## src/rtl/tos_pkg.sv

```systemverilog
package tos_pkg;

  typedef enum logic [3:0] {
    SEL_T     = 4'd0,
    SEL_N     = 4'd1,
    SEL_ADD   = 4'd2,
    SEL_AND   = 4'd3,
    SEL_OR    = 4'd4,
    SEL_XOR   = 4'd5,
    SEL_INV   = 4'd6,
    SEL_EQ    = 4'd7,
    SEL_SLT   = 4'd8,
    SEL_SHR   = 4'd9,
    SEL_SUB   = 4'd10,
    SEL_RTOP  = 4'd11,
    SEL_MEM   = 4'd12,
    SEL_SHL   = 4'd13,
    SEL_DEPTH = 4'd14,
    SEL_ULT   = 4'd15
  } tos_sel_e;

endpackage

```

## src/rtl/tos_rst_sync.sv

```systemverilog
module tos_rst_sync #(
  parameter int STAGES = 2
) (
  input  logic clk,
  input  logic rst_n,
  output logic rst_q_n
);

  logic [STAGES-1:0] chain_q;
  logic [STAGES-1:0] chain_d;

  always_comb begin
    chain_d = {chain_q[STAGES-2:0], 1'b1};
  end

  always_ff @(posedge clk or negedge rst_n) begin
    if (!rst_n) chain_q <= '0;
    else        chain_q <= chain_d;
  end

  assign rst_q_n = chain_q[STAGES-1];

endmodule

```

## src/rtl/tos_shifter.sv

```systemverilog
module tos_shifter #(
  parameter int DW   = 16,
  parameter bit LEFT = 1'b0,
  localparam int SW  = $clog2(DW)
) (
  input  logic [DW-1:0] val_i,
  input  logic [SW-1:0] amt_i,
  output logic [DW-1:0] res_o
);

  logic [DW-1:0] stage [SW+1];

  assign stage[0] = val_i;

  for (genvar g = 0; g < SW; g++) begin : g_stage
    localparam int DIST = 1 << g;
    logic [DW-1:0] moved;
    if (LEFT) begin : g_left
      assign moved = {stage[g][DW-1-DIST:0], {DIST{1'b0}}};
    end else begin : g_right
      assign moved = {{DIST{1'b0}}, stage[g][DW-1:DIST]};
    end
    assign stage[g+1] = amt_i[g] ? moved : stage[g];
  end

  assign res_o = stage[SW];

endmodule

```

## src/rtl/tos_arith.sv

```systemverilog
module tos_arith #(
  parameter int DW = 16
) (
  input  logic [DW-1:0] t_i,
  input  logic [DW-1:0] n_i,
  output logic [DW-1:0] sum_o,
  output logic [DW-1:0] diff_o,
  output logic          eq_o,
  output logic          slt_o,
  output logic          ult_o
);

  logic [DW:0] wide_diff;
  logic        sign_split;

  always_comb begin
    sum_o      = n_i + t_i;
    wide_diff  = {1'b0, n_i} - {1'b0, t_i};
    diff_o     = wide_diff[DW-1:0];
    ult_o      = wide_diff[DW];
    eq_o       = (diff_o == '0);
    sign_split = n_i[DW-1] ^ t_i[DW-1];
    slt_o      = sign_split ? n_i[DW-1] : diff_o[DW-1];
  end

endmodule

```

## src/rtl/tos_select.sv

```systemverilog
module tos_select
  import tos_pkg::*;
#(
  parameter int DW = 16,
  parameter int PW = 8
) (
  input  tos_sel_e      sel_i,
  input  logic [DW-1:0] t_i,
  input  logic [DW-1:0] n_i,
  input  logic [DW-1:0] r_i,
  input  logic [DW-1:0] m_i,
  input  logic [PW-1:0] dsp_i,
  input  logic [PW-1:0] rsp_i,
  input  logic [DW-1:0] sum_i,
  input  logic [DW-1:0] diff_i,
  input  logic          eq_i,
  input  logic          slt_i,
  input  logic          ult_i,
  input  logic [DW-1:0] shr_i,
  input  logic [DW-1:0] shl_i,
  output logic [DW-1:0] next_o
);

  localparam int PACKW = 2 * PW;

  logic [PACKW-1:0] sp_pair;
  logic [DW-1:0]    depth_word;

  assign sp_pair = {rsp_i, dsp_i};

  if (PACKW >= DW) begin : g_pack_trim
    assign depth_word = sp_pair[DW-1:0];
  end else begin : g_pack_pad
    assign depth_word = {{(DW-PACKW){1'b0}}, sp_pair};
  end

  always_comb begin
    unique case (sel_i)
      SEL_T:     next_o = t_i;
      SEL_N:     next_o = n_i;
      SEL_ADD:   next_o = sum_i;
      SEL_AND:   next_o = t_i & n_i;
      SEL_OR:    next_o = t_i | n_i;
      SEL_XOR:   next_o = t_i ^ n_i;
      SEL_INV:   next_o = ~t_i;
      SEL_EQ:    next_o = {DW{eq_i}};
      SEL_SLT:   next_o = {DW{slt_i}};
      SEL_SHR:   next_o = shr_i;
      SEL_SUB:   next_o = diff_i;
      SEL_RTOP:  next_o = r_i;
      SEL_MEM:   next_o = m_i;
      SEL_SHL:   next_o = shl_i;
      SEL_DEPTH: next_o = depth_word;
      SEL_ULT:   next_o = {DW{ult_i}};
      default:   next_o = t_i;
    endcase
  end

endmodule

```

## src/rtl/tos_alu_top.sv

```systemverilog
module tos_alu_top
  import tos_pkg::*;
#(
  parameter int DW = 16,
  parameter int PW = 8,
  localparam int SW = $clog2(DW)
) (
  input  logic          clk,
  input  logic          rst_n,
  input  logic          op_en_i,
  input  logic [3:0]    op_sel_i,
  input  logic [DW-1:0] top_i,
  input  logic [DW-1:0] nxt_i,
  input  logic [DW-1:0] rtop_i,
  input  logic [DW-1:0] mem_i,
  input  logic [PW-1:0] dsp_i,
  input  logic [PW-1:0] rsp_i,
  output logic [DW-1:0] res_o,
  output logic          res_vld_o
);

  logic rst_q_n;

  tos_rst_sync #(.STAGES(2)) rst_sync_i (
    .clk     (clk),
    .rst_n   (rst_n),
    .rst_q_n (rst_q_n)
  );

  // operand stage
  tos_sel_e      sel_q,  sel_d;
  logic [DW-1:0] t_q,    t_d;
  logic [DW-1:0] n_q,    n_d;
  logic [DW-1:0] r_q,    r_d;
  logic [DW-1:0] m_q,    m_d;
  logic [PW-1:0] dsp_q,  dsp_d;
  logic [PW-1:0] rsp_q,  rsp_d;
  logic          opv_q,  opv_d;

  always_comb begin
    sel_d = sel_q;
    t_d   = t_q;
    n_d   = n_q;
    r_d   = r_q;
    m_d   = m_q;
    dsp_d = dsp_q;
    rsp_d = rsp_q;
    opv_d = op_en_i;
    if (op_en_i) begin
      sel_d = tos_sel_e'(op_sel_i);
      t_d   = top_i;
      n_d   = nxt_i;
      r_d   = rtop_i;
      m_d   = mem_i;
      dsp_d = dsp_i;
      rsp_d = rsp_i;
    end
  end

  always_ff @(posedge clk or negedge rst_q_n) begin
    if (!rst_q_n) begin
      sel_q <= SEL_T;
      t_q   <= '0;
      n_q   <= '0;
      r_q   <= '0;
      m_q   <= '0;
      dsp_q <= '0;
      rsp_q <= '0;
      opv_q <= 1'b0;
    end else begin
      sel_q <= sel_d;
      t_q   <= t_d;
      n_q   <= n_d;
      r_q   <= r_d;
      m_q   <= m_d;
      dsp_q <= dsp_d;
      rsp_q <= rsp_d;
      opv_q <= opv_d;
    end
  end

  // function core
  logic [DW-1:0] sum_w, diff_w, shr_w, shl_w, next_w;
  logic          eq_w, slt_w, ult_w;

  tos_arith #(.DW(DW)) arith_i (
    .t_i    (t_q),
    .n_i    (n_q),
    .sum_o  (sum_w),
    .diff_o (diff_w),
    .eq_o   (eq_w),
    .slt_o  (slt_w),
    .ult_o  (ult_w)
  );

  tos_shifter #(.DW(DW), .LEFT(1'b0)) shr_i (
    .val_i (n_q),
    .amt_i (t_q[SW-1:0]),
    .res_o (shr_w)
  );

  tos_shifter #(.DW(DW), .LEFT(1'b1)) shl_i (
    .val_i (n_q),
    .amt_i (t_q[SW-1:0]),
    .res_o (shl_w)
  );

  tos_select #(.DW(DW), .PW(PW)) select_i (
    .sel_i  (sel_q),
    .t_i    (t_q),
    .n_i    (n_q),
    .r_i    (r_q),
    .m_i    (m_q),
    .dsp_i  (dsp_q),
    .rsp_i  (rsp_q),
    .sum_i  (sum_w),
    .diff_i (diff_w),
    .eq_i   (eq_w),
    .slt_i  (slt_w),
    .ult_i  (ult_w),
    .shr_i  (shr_w),
    .shl_i  (shl_w),
    .next_o (next_w)
  );

  // result stage
  logic [DW-1:0] res_d;
  logic          vld_d;

  always_comb begin
    res_d = res_o;
    vld_d = opv_q;
    if (opv_q) res_d = next_w;
  end

  always_ff @(posedge clk or negedge rst_q_n) begin
    if (!rst_q_n) begin
      res_o     <= '0;
      res_vld_o <= 1'b0;
    end else begin
      res_o     <= res_d;
      res_vld_o <= vld_d;
    end
  end

endmodule

```

## config.mk

```make
export PLATFORM = sky130hd
export DESIGN_NAME = tos_alu_top
export DESIGN_NICKNAME = d
export VERILOG_FILES = /design/src/rtl/tos_pkg.sv /design/src/rtl/tos_rst_sync.sv /design/src/rtl/tos_shifter.sv /design/src/rtl/tos_arith.sv /design/src/rtl/tos_select.sv /design/src/rtl/tos_alu_top.sv
export SDC_FILE = /design/constraint.sdc
export NUM_CORES = 1
export LEC_CHECK = 0
export BUFFER_PORTS_ARGS = -buffer_cell sky130_fd_sc_hd__buf_4
export CORE_MARGIN = 10
export CORE_UTILIZATION = 30
export DETAILED_ROUTE_END_ITERATION = 16
export GPL_TIMING_DRIVEN = 0
export PLACE_DENSITY_LB_ADDON = 0.3
export SYNTH_ARGS = -nofsm -noshare
export SYNTH_HDL_FRONTEND = slang
export SYNTH_SLANG_ARGS = --single-unit
export TNS_END_PERCENT = 5
```

## constraint.sdc

```tcl
create_clock -name clk -period 4.3 [get_ports clk]
set_input_delay 1.075 -clock clk [delete_from_list [all_inputs] [get_ports clk]]
set_output_delay 1.075 -clock clk [all_outputs]
set_load 0.03 [all_outputs]
```

* Yosys cells after proc, flatten, opt, wreduce, memory -nomap -nowiden
Cells that the tools add are included.
** Operators by class
- Add/sub/neg operators :: 2
- Multiply operators :: 0
- Divide/modulo/power cells :: 0
- $lt $le $gt $ge :: 0
- Equal/unequal tests :: 15
- Shifts and indexed selects :: 0
- Mux-type cells :: 10
- Bitwise logic cells :: 5
- Reduce and logical (&&, ||, !) cells :: 2
** Operators with widths (count)
- case mux 16 bit (16 select lines) :: 1
- 2-to-1 mux 16 bit :: 8
- equality test 4 bit (second input constant) :: 8
- subtractor 16 x 16 -> 17 bit :: 1
- adder 16 bit :: 1
- bitwise AND 16 bit :: 1
- equality test 4 x 3 -> 1 bit (second input constant) :: 4
- logical NOT 16 bit :: 1
- inverter 16 bit :: 1
- OR 16 bit :: 1
- XOR 16 bit :: 1
- equality test 4 x 2 -> 1 bit (second input constant) :: 2
- equality test 4 x 1 -> 1 bit (second input constant) :: 1
- logical NOT 4 bit :: 1
- 2-to-1 mux 1 bit :: 1
- XOR 1 bit :: 1
** Storage, ports and cells
- Bits in registers :: 104
- Bits in latches :: 0
- RAM bits :: 0
- Memory bits (read-only) :: 0
- Bits of input ports :: 87
- Output and inout bits :: 17
- Logic and storage cells :: 45
- Memories kept :: 0

* Logic depth before layout (Yosys ltp)
Gate-level depths: netlist of run 1.
- Depth in word-level cells :: 5
- Depth in mapped cells :: 22

* By module
From an unflattened synthesis of run 1, not the netlist that was laid out.
** Second synthesis, totals
- Cells, all modules :: 950
- Area total of the unflattened synthesis :: 9419.0 sq um
** Modules (own cells, without submodules)
- tos_alu_top :: instances 1, cells an instance 213, area an instance 4008.8 sq um, seq. area each 2552.4 sq um
- tos_select :: instances 1, cells an instance 337, area an instance 2260.9 sq um, seq. area each 0.0 sq um
- tos_arith :: instances 1, cells an instance 228, area an instance 1659.1 sq um, seq. area each 0.0 sq um
- tos_shifter (shl_i) :: instances 1, cells an instance 99, area an instance 721.9 sq um, seq. area each 0.0 sq um
- tos_shifter (shr_i) :: instances 1, cells an instance 70, area an instance 714.4 sq um, seq. area each 0.0 sq um
- tos_rst_sync :: instances 1, cells an instance 3, area an instance 53.8 sq um, seq. area each 50.0 sq um

* Worst setup path after synthesis of run 1
Ideal clock, no wire load.
- Path kind :: reg-to-reg
- From :: reg t_q[2]
- To :: reg res_o[13]
- Library setup time :: 0.082 ns
- Arrival :: 4.549 ns
- Slack :: -0.331 ns
- Stages on the path, launching flop included :: 23
- Path through :: dfrtp_1 clkbuf_1 clkinv_1 buf_1 ha_1 buf_2 nor4_1 a21oi_1 a2111oi_1 o31a_2 o41ai_1 o21bai_1 a21oi_1 fa_1 nor3b_1 nand4_1 nor4b_1 nand4_1 nor4_1 and4b_1 a31oi_4 buf_6 a31oi_1
** Between the ends
- Cells in the longest elaborated chain, start to end :: 3
** Ends and longest elaborated chain
- start, declared :: RTL line tos_alu_top.sv:32 : logic [DW-1:0] t_q, t_d;
- start signal, assigned :: RTL line tos_alu_top.sv:72 : t_q <= t_d;
- subtractor 16 x 16 -> 17 bit or 2-to-1 mux 16 bit (tied branches) :: RTL line tos_arith.sv:18, tos_shifter.sv:23
- logical NOT 16 bit (tied with other cells) :: RTL line tos_arith.sv:21 : eq_o = (diff_o == '0);
- case mux 16 bit (16 select lines) (*) :: RTL line tos_select.sv:38 : unique case (sel_i)
- end signal, assigned :: RTL line tos_alu_top.sv:141 : res_o <= res_d;
- end, declared :: RTL line tos_alu_top.sv:18 : output logic [DW-1:0] res_o,
Every way passes the cells marked *; elsewhere a longest branch is shown, timed or not.
A chain may end at the register's enable or synchronous reset.

* Worst setup path after layout of run 1
- From :: reg n_q[4]
- To :: reg res_o[4]
** Between the ends
- Cells in the longest elaborated chain, start to end :: 5
** Ends and longest elaborated chain
- start, declared :: RTL line tos_alu_top.sv:33 : logic [DW-1:0] n_q, n_d;
- start signal, assigned :: RTL line tos_alu_top.sv:73 : n_q <= n_d;
- branches (longest 4 deep; another with subtractor 16 x 16 -> 17 bit)
- case mux 16 bit (16 select lines) (*) :: RTL line tos_select.sv:38
Mark *: on every way between the ends.

==> impl_results.md, run 1 <==
* CTS clk-pin slew, worst paths at 0.09 ns
* Clock tree buffer depth at 2
* VDD IR max at 170 uV
* Final Max Slew Viols at 0
* Commonest non-fill, non-tap cells in the layout: buf_4 (125), dfrtp_1 (91), nand2_1 (82), nor2_1 (81), o21ai_0 (76)
* Yosys warnings at 0
* Synth Instances at 935
* Most common cell after layout, fill and taps aside: buf_4
* R2R setup slack at -0.59 ns
* Chip Width at 184 um
* Synthesized net count at 1,074
* Fin area at 10,200 um2
* Crit path kind: reg -> reg
* Dpl hpwl at 29,400 um
* Gr ovfl total at 0
* Via count at 8,355
* Max Fclk at 205 MHz
* Routability congestion estimate at 0.986
* Sequential element share of the synthesized area at 32.2%
* Routed len/inst at 26.7 um
* Iteration-0 DRC Markers at 923
* Final #Nets at 1,210
* P&R area growth vs syn at 26.0%
* FF-to-FF Start: n_q[4]
* Post-synthesis async set-or-reset flop share at 100%
* Library cells used by synthesis at 74
* Initial antenna violation count at 0
* Critical path capture point type: flip-flop
* Syn avg cell area at 8.66 um2
* Placement Rows at 60
* Slew HR at 7.01%
* Gr usage total at 22.1%
* Worst Hold Class: reg -> async
* Root Driver: clkbuf_16
* Die area at 33,900 um2
* Worst setup path endpoint: res_o[4]
* Startpoint types: flip-flop
* Number of synthesized flops with an enable pin at 0
* Skew final at 0.0157 ns
* Worst Max-Slew Pin Slew at 1.38 ns
* Seq cells post-synth at 104
* Clock sinks at 104
* Number of hold violations in the final report at 0
* Fraction of layout cells with a size suffix above 1 at 26.0%
* # IOs at 104
* Final WS setup at -0.587 ns
* Vias per cell at 5.90
* Main synth FF type: dfrtp_1
* Reg area at 2620 um2
* Htree depth at 3
* Setup crit start: n_q[4]
* Status: complete, but fails checks
* Arrival @ worst endpoint at 5.19 ns
* Antenna-violating nets left at 0
* Clock Latency Late Sink at 0.38 ns
* Reg-to-Reg End: res_o[4]
* First-pass detailed-route iteration total at 6
* Post-Syn Area at 8090 um2
* RSZ-0062 raised after global routing: yes
* Chip height at 184 um
* Leakage Power at 0.00422 uW
* Fin crit share at 114%
* Setup violations, final at 16
* Placeable Area at 26,700 um2
* # diodes at 0
* Final wirelength at 37,800 um
* Fin crit period at 4.89 ns
* R2r worst-path depth at 20
* First-pass GRT wire length at 55,800 um
* Number of global-route vias before repair at 8,355
* I/O Buffers at 103
* Overall Power at 3700 uW
* Area of the multi-input gates at 5280 um2
* DP Area at 9340 um2
* CTS tree: built
* CP max FO at 10
* Number of fill cells at 2,810
* Largest net degree at the start of global routing at 53
* Num CTS Buffers at 9
* Pwr dens at 363 nW/um2
* Max-cap violations at 0
* Failing checks: negative setup slack
* Starting Density at 30.3%
* Worst EP required at 4.60 ns
* DRC viols at 0
cell families after synthesis:
group,Yosys count,synth area share [%]
AOI/OAI and AO/OA,298,24.5
buffers and inverters,117,5.72
muxes,85,12.4
other,1,0.0463
xor gates and xnor gates,13,1.41
adders and majority gates,52,8.32
DFF,104,32.2
and+or+nand+nor,265,15.4
worst max-delay path, cell delays in order, from the launching register on:
cell and delay (ns):
dfrtp_2 0.46, inv_4 0.08, ha_4 0.21, buf_8 0.14
nor4_4 0.26, a21oi_2 0.11, a2111oi_2 0.32, o31a_2 0.24
o41ai_2 0.08, o21bai_1 0.23, a21oi_2 0.09, fa_2 0.62
nor3b_4 0.21, nand4_1 0.13, nor4b_2 0.32, nand4_1 0.15
nor4_2 0.26, and4b_1 0.30, a31oi_4 0.21, buf_8 0.22
a21oi_4 0.14
state kept, by name, indices dropped and copies added (netlist names):
name,flops
m_q,16
res_o,16
res_vld_o,1
sel_q,4
rst_sync_i.chain_q,2
rsp_q,8
opv_q,1
dsp_q,8
t_q,16
n_q,16
r_q,16
power breakdown:
group	switching [uW]	internal, uW
sequential	114	1100
clock	473	424
combinational	972	619
total	1560	2140
metrics by stage:
stage	worst slack, ns	util, %	hold slack [ns]	TNS, ns	instances
after floorplan	0.0107	-	0.331	0	935
after global placement	-1.55	34.8	0.336	-33.34	1379
final	-0.587	38.1	0.371	-8.66	1417
after detailed placement	-1.50	34.9	0.347	-21.88	1380
after CTS	-0.665	38.0	0.375	-10.13	1417
after global routing	-0.687	38.1	0.386	-10.47	1417
repair_timing:
action | in CTS | in global routing
gates cloned | 1 | 0
gates resized for setup | 75 | 4
pin swaps | 15 | 8
hold buffers | 0 | 0
setup buffers | 24 | 0
endpoints found under the setup margin | 16 | 16
endpoints found under the hold margin | 0 | 0
cell type report:
cell class | instances | share of cell area [%]
Multi-Input combinational cell | 714 | 51.8
Inverter | 50 | 2.10
Clock buffer | 9 | 2.21
Timing Repair Buffer | 129 | 9.97
Clock inverter | 7 | 0.871
Buffer | 63 | 3.13
Sequential cell | 104 | 25.7
Tap cell | 341 | 4.19
worst min path at each step:
stage / slack, ns / cells after the start / endpoint / startpoint
3_3_place_gp: 0.34 / 0 / rst_sync_i.chain_q[1] / rst_sync_i.chain_q[0]
3_5_place_dp: 0.35 / 0 / rst_sync_i.chain_q[1] / rst_sync_i.chain_q[0]
5_1_grt: 0.39 / 0 / rst_sync_i.chain_q[1] / rst_sync_i.chain_q[0]
2_1_floorplan: 0.33 / 0 / rst_sync_i.chain_q[1] / rst_sync_i.chain_q[0]
4_1_cts: 0.38 / 0 / rst_sync_i.chain_q[1] / rst_sync_i.chain_q[0]
6_report: 0.37 / 0 / r_q[6] / rst_sync_i.chain_q[1]
synthesized netlist by cell type, types with 18 or more instances:
library cell | instances | area share, %
nand2_1 | 82 | 3.8
inv_1 | 49 | 2.3
mux2_2 | 53 | 7.4
mux2i_1 | 25 | 3.1
o21ai_0 | 76 | 4.7
a211oi_1 | 18 | 1.7
nor3_1 | 24 | 1.5
ha_1 | 49 | 7.6
dfrtp_1 | 104 | 32
clkbuf_1 | 51 | 2.4
a21oi_1 | 54 | 3.3
nor2_1 | 81 | 3.8
a221oi_1 | 25 | 2.7
o22ai_1 | 25 | 1.9
per-layer routing:
metal  share of wire [%]  GRT usage (%)
met1                  44           29.4
met2                  44           34.3
met3                 7.2           3.96
met4                 4.8           9.93
met5                   0              0
No activity file was read; power rests on OpenSTA's default activity.
==> run 2, diff against run 1 <==
--- a/config.mk
+++ b/config.mk
@@ -10,7 +10,7 @@
 export CORE_UTILIZATION = 30
 export DETAILED_ROUTE_END_ITERATION = 16
 export GPL_TIMING_DRIVEN = 0
-export PLACE_DENSITY_LB_ADDON = 0.3
+export PLACE_DENSITY = 0.45
 export SYNTH_ARGS = -nofsm -noshare
 export SYNTH_HDL_FRONTEND = slang
 export SYNTH_SLANG_ARGS = --single-unit
==> run 2 against run 1 <==
Effect of this change: sequential power hardly changed; the flow still finishes with violations (negative setup slack); via count is 0.26% higher; clock power is 2% lower; combinational power is 3% higher; first-iteration DRC count is 4.1% higher; flip-flop and latch count stayed put; cell area is 0.80% higher; largest power group unchanged; clock skew is 0.0031 ns lower.
==> impl_results.md, run 2 (synthesis results as in run 1) <==
* # IOs at 104 (unchanged)
* Reg area at 2620 um2 (about the same)
* R2R setup slack at -0.45 ns (+0.13 ns)
* Crit path kind: reg -> reg
* Final Max Slew Viols at 0 (unchanged)
* Setup violations, final at 16 (unchanged)
* Iteration-0 DRC Markers at 961 (+4.1%)
* Placement Rows at 60 (unchanged)
* Pwr dens at 363 nW/um2 (+0.14%)
* # diodes at 0 (unchanged)
* Failing checks: negative setup slack
* Critical path capture point type: flip-flop
* Worst Max-Slew Pin Slew at 1.41 ns (+0.0298 ns)
* First-pass detailed-route iteration total at 6 (unchanged)
* Number of fill cells at 2,826 (+0.57%)
* Fraction of layout cells with a size suffix above 1 at 26.6% (+0.58 points)
* Switch share at 42.5% (+0.33 points)
* Switching pwr at 1590 uW (+1.7%)
* Slew HR at 5.01% (-2.0 points)
* Fin cells at 1,420 (+0.21%)
* RSZ-0062 raised after global routing: yes
* Fin crit share at 111% (-3.1 points)
* FF-to-FF Start: n_q[4]
* I/O Buffers at 103 (unchanged)
* Htree depth at 3 (unchanged)
* Number of hold violations in the final report at 0 (unchanged)
* Max Fclk at 210 MHz (+2.8%)
* Starting Density at 30.3% (unchanged)
* Leakage Power at 0.00424 uW (+0.44%)
* Clock Latency Late Sink at 0.37 ns (about the same)
* Largest net degree at the start of global routing at 63 (+19%)
* Top Layer Used: met4
* Arrival @ worst endpoint at 5.05 ns (-0.14 ns)
* Flop pwr share at 32.4% (-0.3 points)
* Overall Power at 3730 uW (+0.94%)
* Clock tree buffer depth at 2 (unchanged)
* First-pass GRT wire length at 58,900 um (+5.5%)
* Routability congestion estimate at 0.967 (-1.9%)
* Most common cell after layout, fill and taps aside: buf_4
* Power Internal at 2150 uW (+0.38%)
* VDD IR max at 174 uV (+2.3%)
* Met3 WL at 1960 um (-28%)
* Skew final at 0.0126 ns (-0.00310 ns)
* Met1 wire length at 18,200 um (+10%)
* Setup crit start: n_q[4]
* Combinational Power Share at 44.0% (+1.0 points)
* Cells after DPL at 1,380 (unchanged)
* Vias per cell at 5.90 (about the same)
* DP Area at 9340 um2 (about the same)
* DRC viols at 0 (unchanged)
* Hold_buf cts at 0 (unchanged)
* P&R area growth vs syn at 27.0%
* Area of the multi-input gates at 5360 um2 (+1.5%)
* Root Driver: clkbuf_16
* Chip Width at 184 um (unchanged)
* Final WS setup at -0.453 ns (+0.134 ns)
* Worst EP required at 4.59 ns (about the same)
* CP max FO at 5 (-5)
* CTS clk-pin slew, worst paths at 0.09 ns (about the same)
* Dpl hpwl at 30,500 um (+3.4%)
* CTS tree: built
* Final #Nets at 1,213 (+0.25%)
* Fin crit period at 4.75 ns (-0.134 ns)
* Worst Hold Class: reg -> async
* Initial antenna violation count at 0 (unchanged)
* Fin area at 10,300 um2 (+0.80%)
* Commonest non-fill, non-tap cells in the layout: buf_4 (128), dfrtp_1 (92), nand2_1 (82), nor2_1 (81), o21ai_0 (76)
* Status: complete, but fails checks
* Gr usage total at 23.4% (+1.3 points)
* Final wirelength at 39,900 um (+5.7%)
* Num CTS Buffers at 9 (unchanged)
* Startpoint types: flip-flop
* Clock power frac at 23.6% (-0.7 points)
* Routed len/inst at 28.1 um (+5.4%)
* Antenna-violating nets left at 0 (unchanged)
* Via count at 8,377 (+0.26%)
* Gr ovfl total at 0 (unchanged)
* Chip height at 184 um (unchanged)
* Die area at 33,900 um2 (unchanged)
* Number of global-route vias before repair at 8,587 (+2.8%)
* Clock sinks at 104 (unchanged)
* Placeable Area at 26,700 um2 (unchanged)
* Max-cap violations at 0 (unchanged)
* Routed wl met2 at 18,400 um (+9.6%)
## run 2: cell type report
cell class              instances  share of cell area [%]
inverters                      50                    2.09
clock buffers                   9                    2.19
flip-flops and latches        104                    25.5
plain buffers                  63                    3.10
well taps                     341                    4.15
multi-input cells             714                    52.2
repair buffers                132                    10.1
clock inverters                 7                   0.682
## run 2: path summary, 6_finish.rpt
check	end	depth (start not counted)
worst min register to register	dsp_q[6]	0
worst max-delay path	res_o[1]	20
max in group asynchronous	res_o[10]	1
worst min-delay path	dsp_q[6]	0
worst max register to register	res_o[1]	20
min in group clk	rst_sync_i.chain_q[1]	0
## run 2: metal layers
| metal | vias up | global-route usage (%) |
|---|---|---|
| met1 | 4247 | 31.5 |
| li1 | 3749 | - |
| met3 | 56 | 2.76 |
| met2 | 325 | 38.0 |
| met4 | 0 | 8.16 |
| met5 | - | 0 |
## run 2: what timing repair did
item                                    4_1_cts  5_1_grt
buffers inserted                             26        1
resized for setup                            78        8
gates cloned                                  1        0
endpoints found under the hold margin         0        0
endpoints found under the setup margin       16       16
pin swaps                                    16        9
## run 2: power groups by stage
stage          clock network, uW  logic (uW)  registers (uW)
6_report                     879        1640            1210
2_1_floorplan                  0         818            1270
5_1_grt                      940        1750            1230
3_5_place_dp                   0        1410            1240
4_1_cts                      899        1590            1210
3_3_place_gp                   0        1410            1250
## run 2: critical path: stages (launching register included)
cell and delay [ns]:
dfrtp_2 0.47, inv_4 0.08, ha_4 0.22, buf_8 0.13
nor4_4 0.26, a21oi_2 0.13, a2111oi_4 0.30, o31a_2 0.23
o41ai_4 0.09, o21bai_2 0.20, a21oi_2 0.08, fa_2 0.61
nor3b_4 0.22, nand4_1 0.12, nor4b_2 0.31, nand4_1 0.16
nor4_2 0.24, and4b_1 0.29, a31oi_4 0.18, buf_8 0.21
a21oi_4 0.14
## run 2: through the flow
| stage | setup slack [ns] | setup TNS (ns) | utilization [%] | hold slack (ns) |
|---|---|---|---|---|
| 6_report | -0.453 | -6.61 | 38.5 | 0.342 |
| 5_1_grt | -0.584 | -8.71 | 38.5 | 0.375 |
| 4_1_cts | -0.646 | -9.60 | 38.2 | 0.358 |
| 3_5_place_dp | -1.53 | -23.13 | 34.9 | 0.337 |
| 3_3_place_gp | -1.58 | -54.49 | 34.8 | 0.333 |
| 2_1_floorplan | 0.0107 | 0 | - | 0.331 |
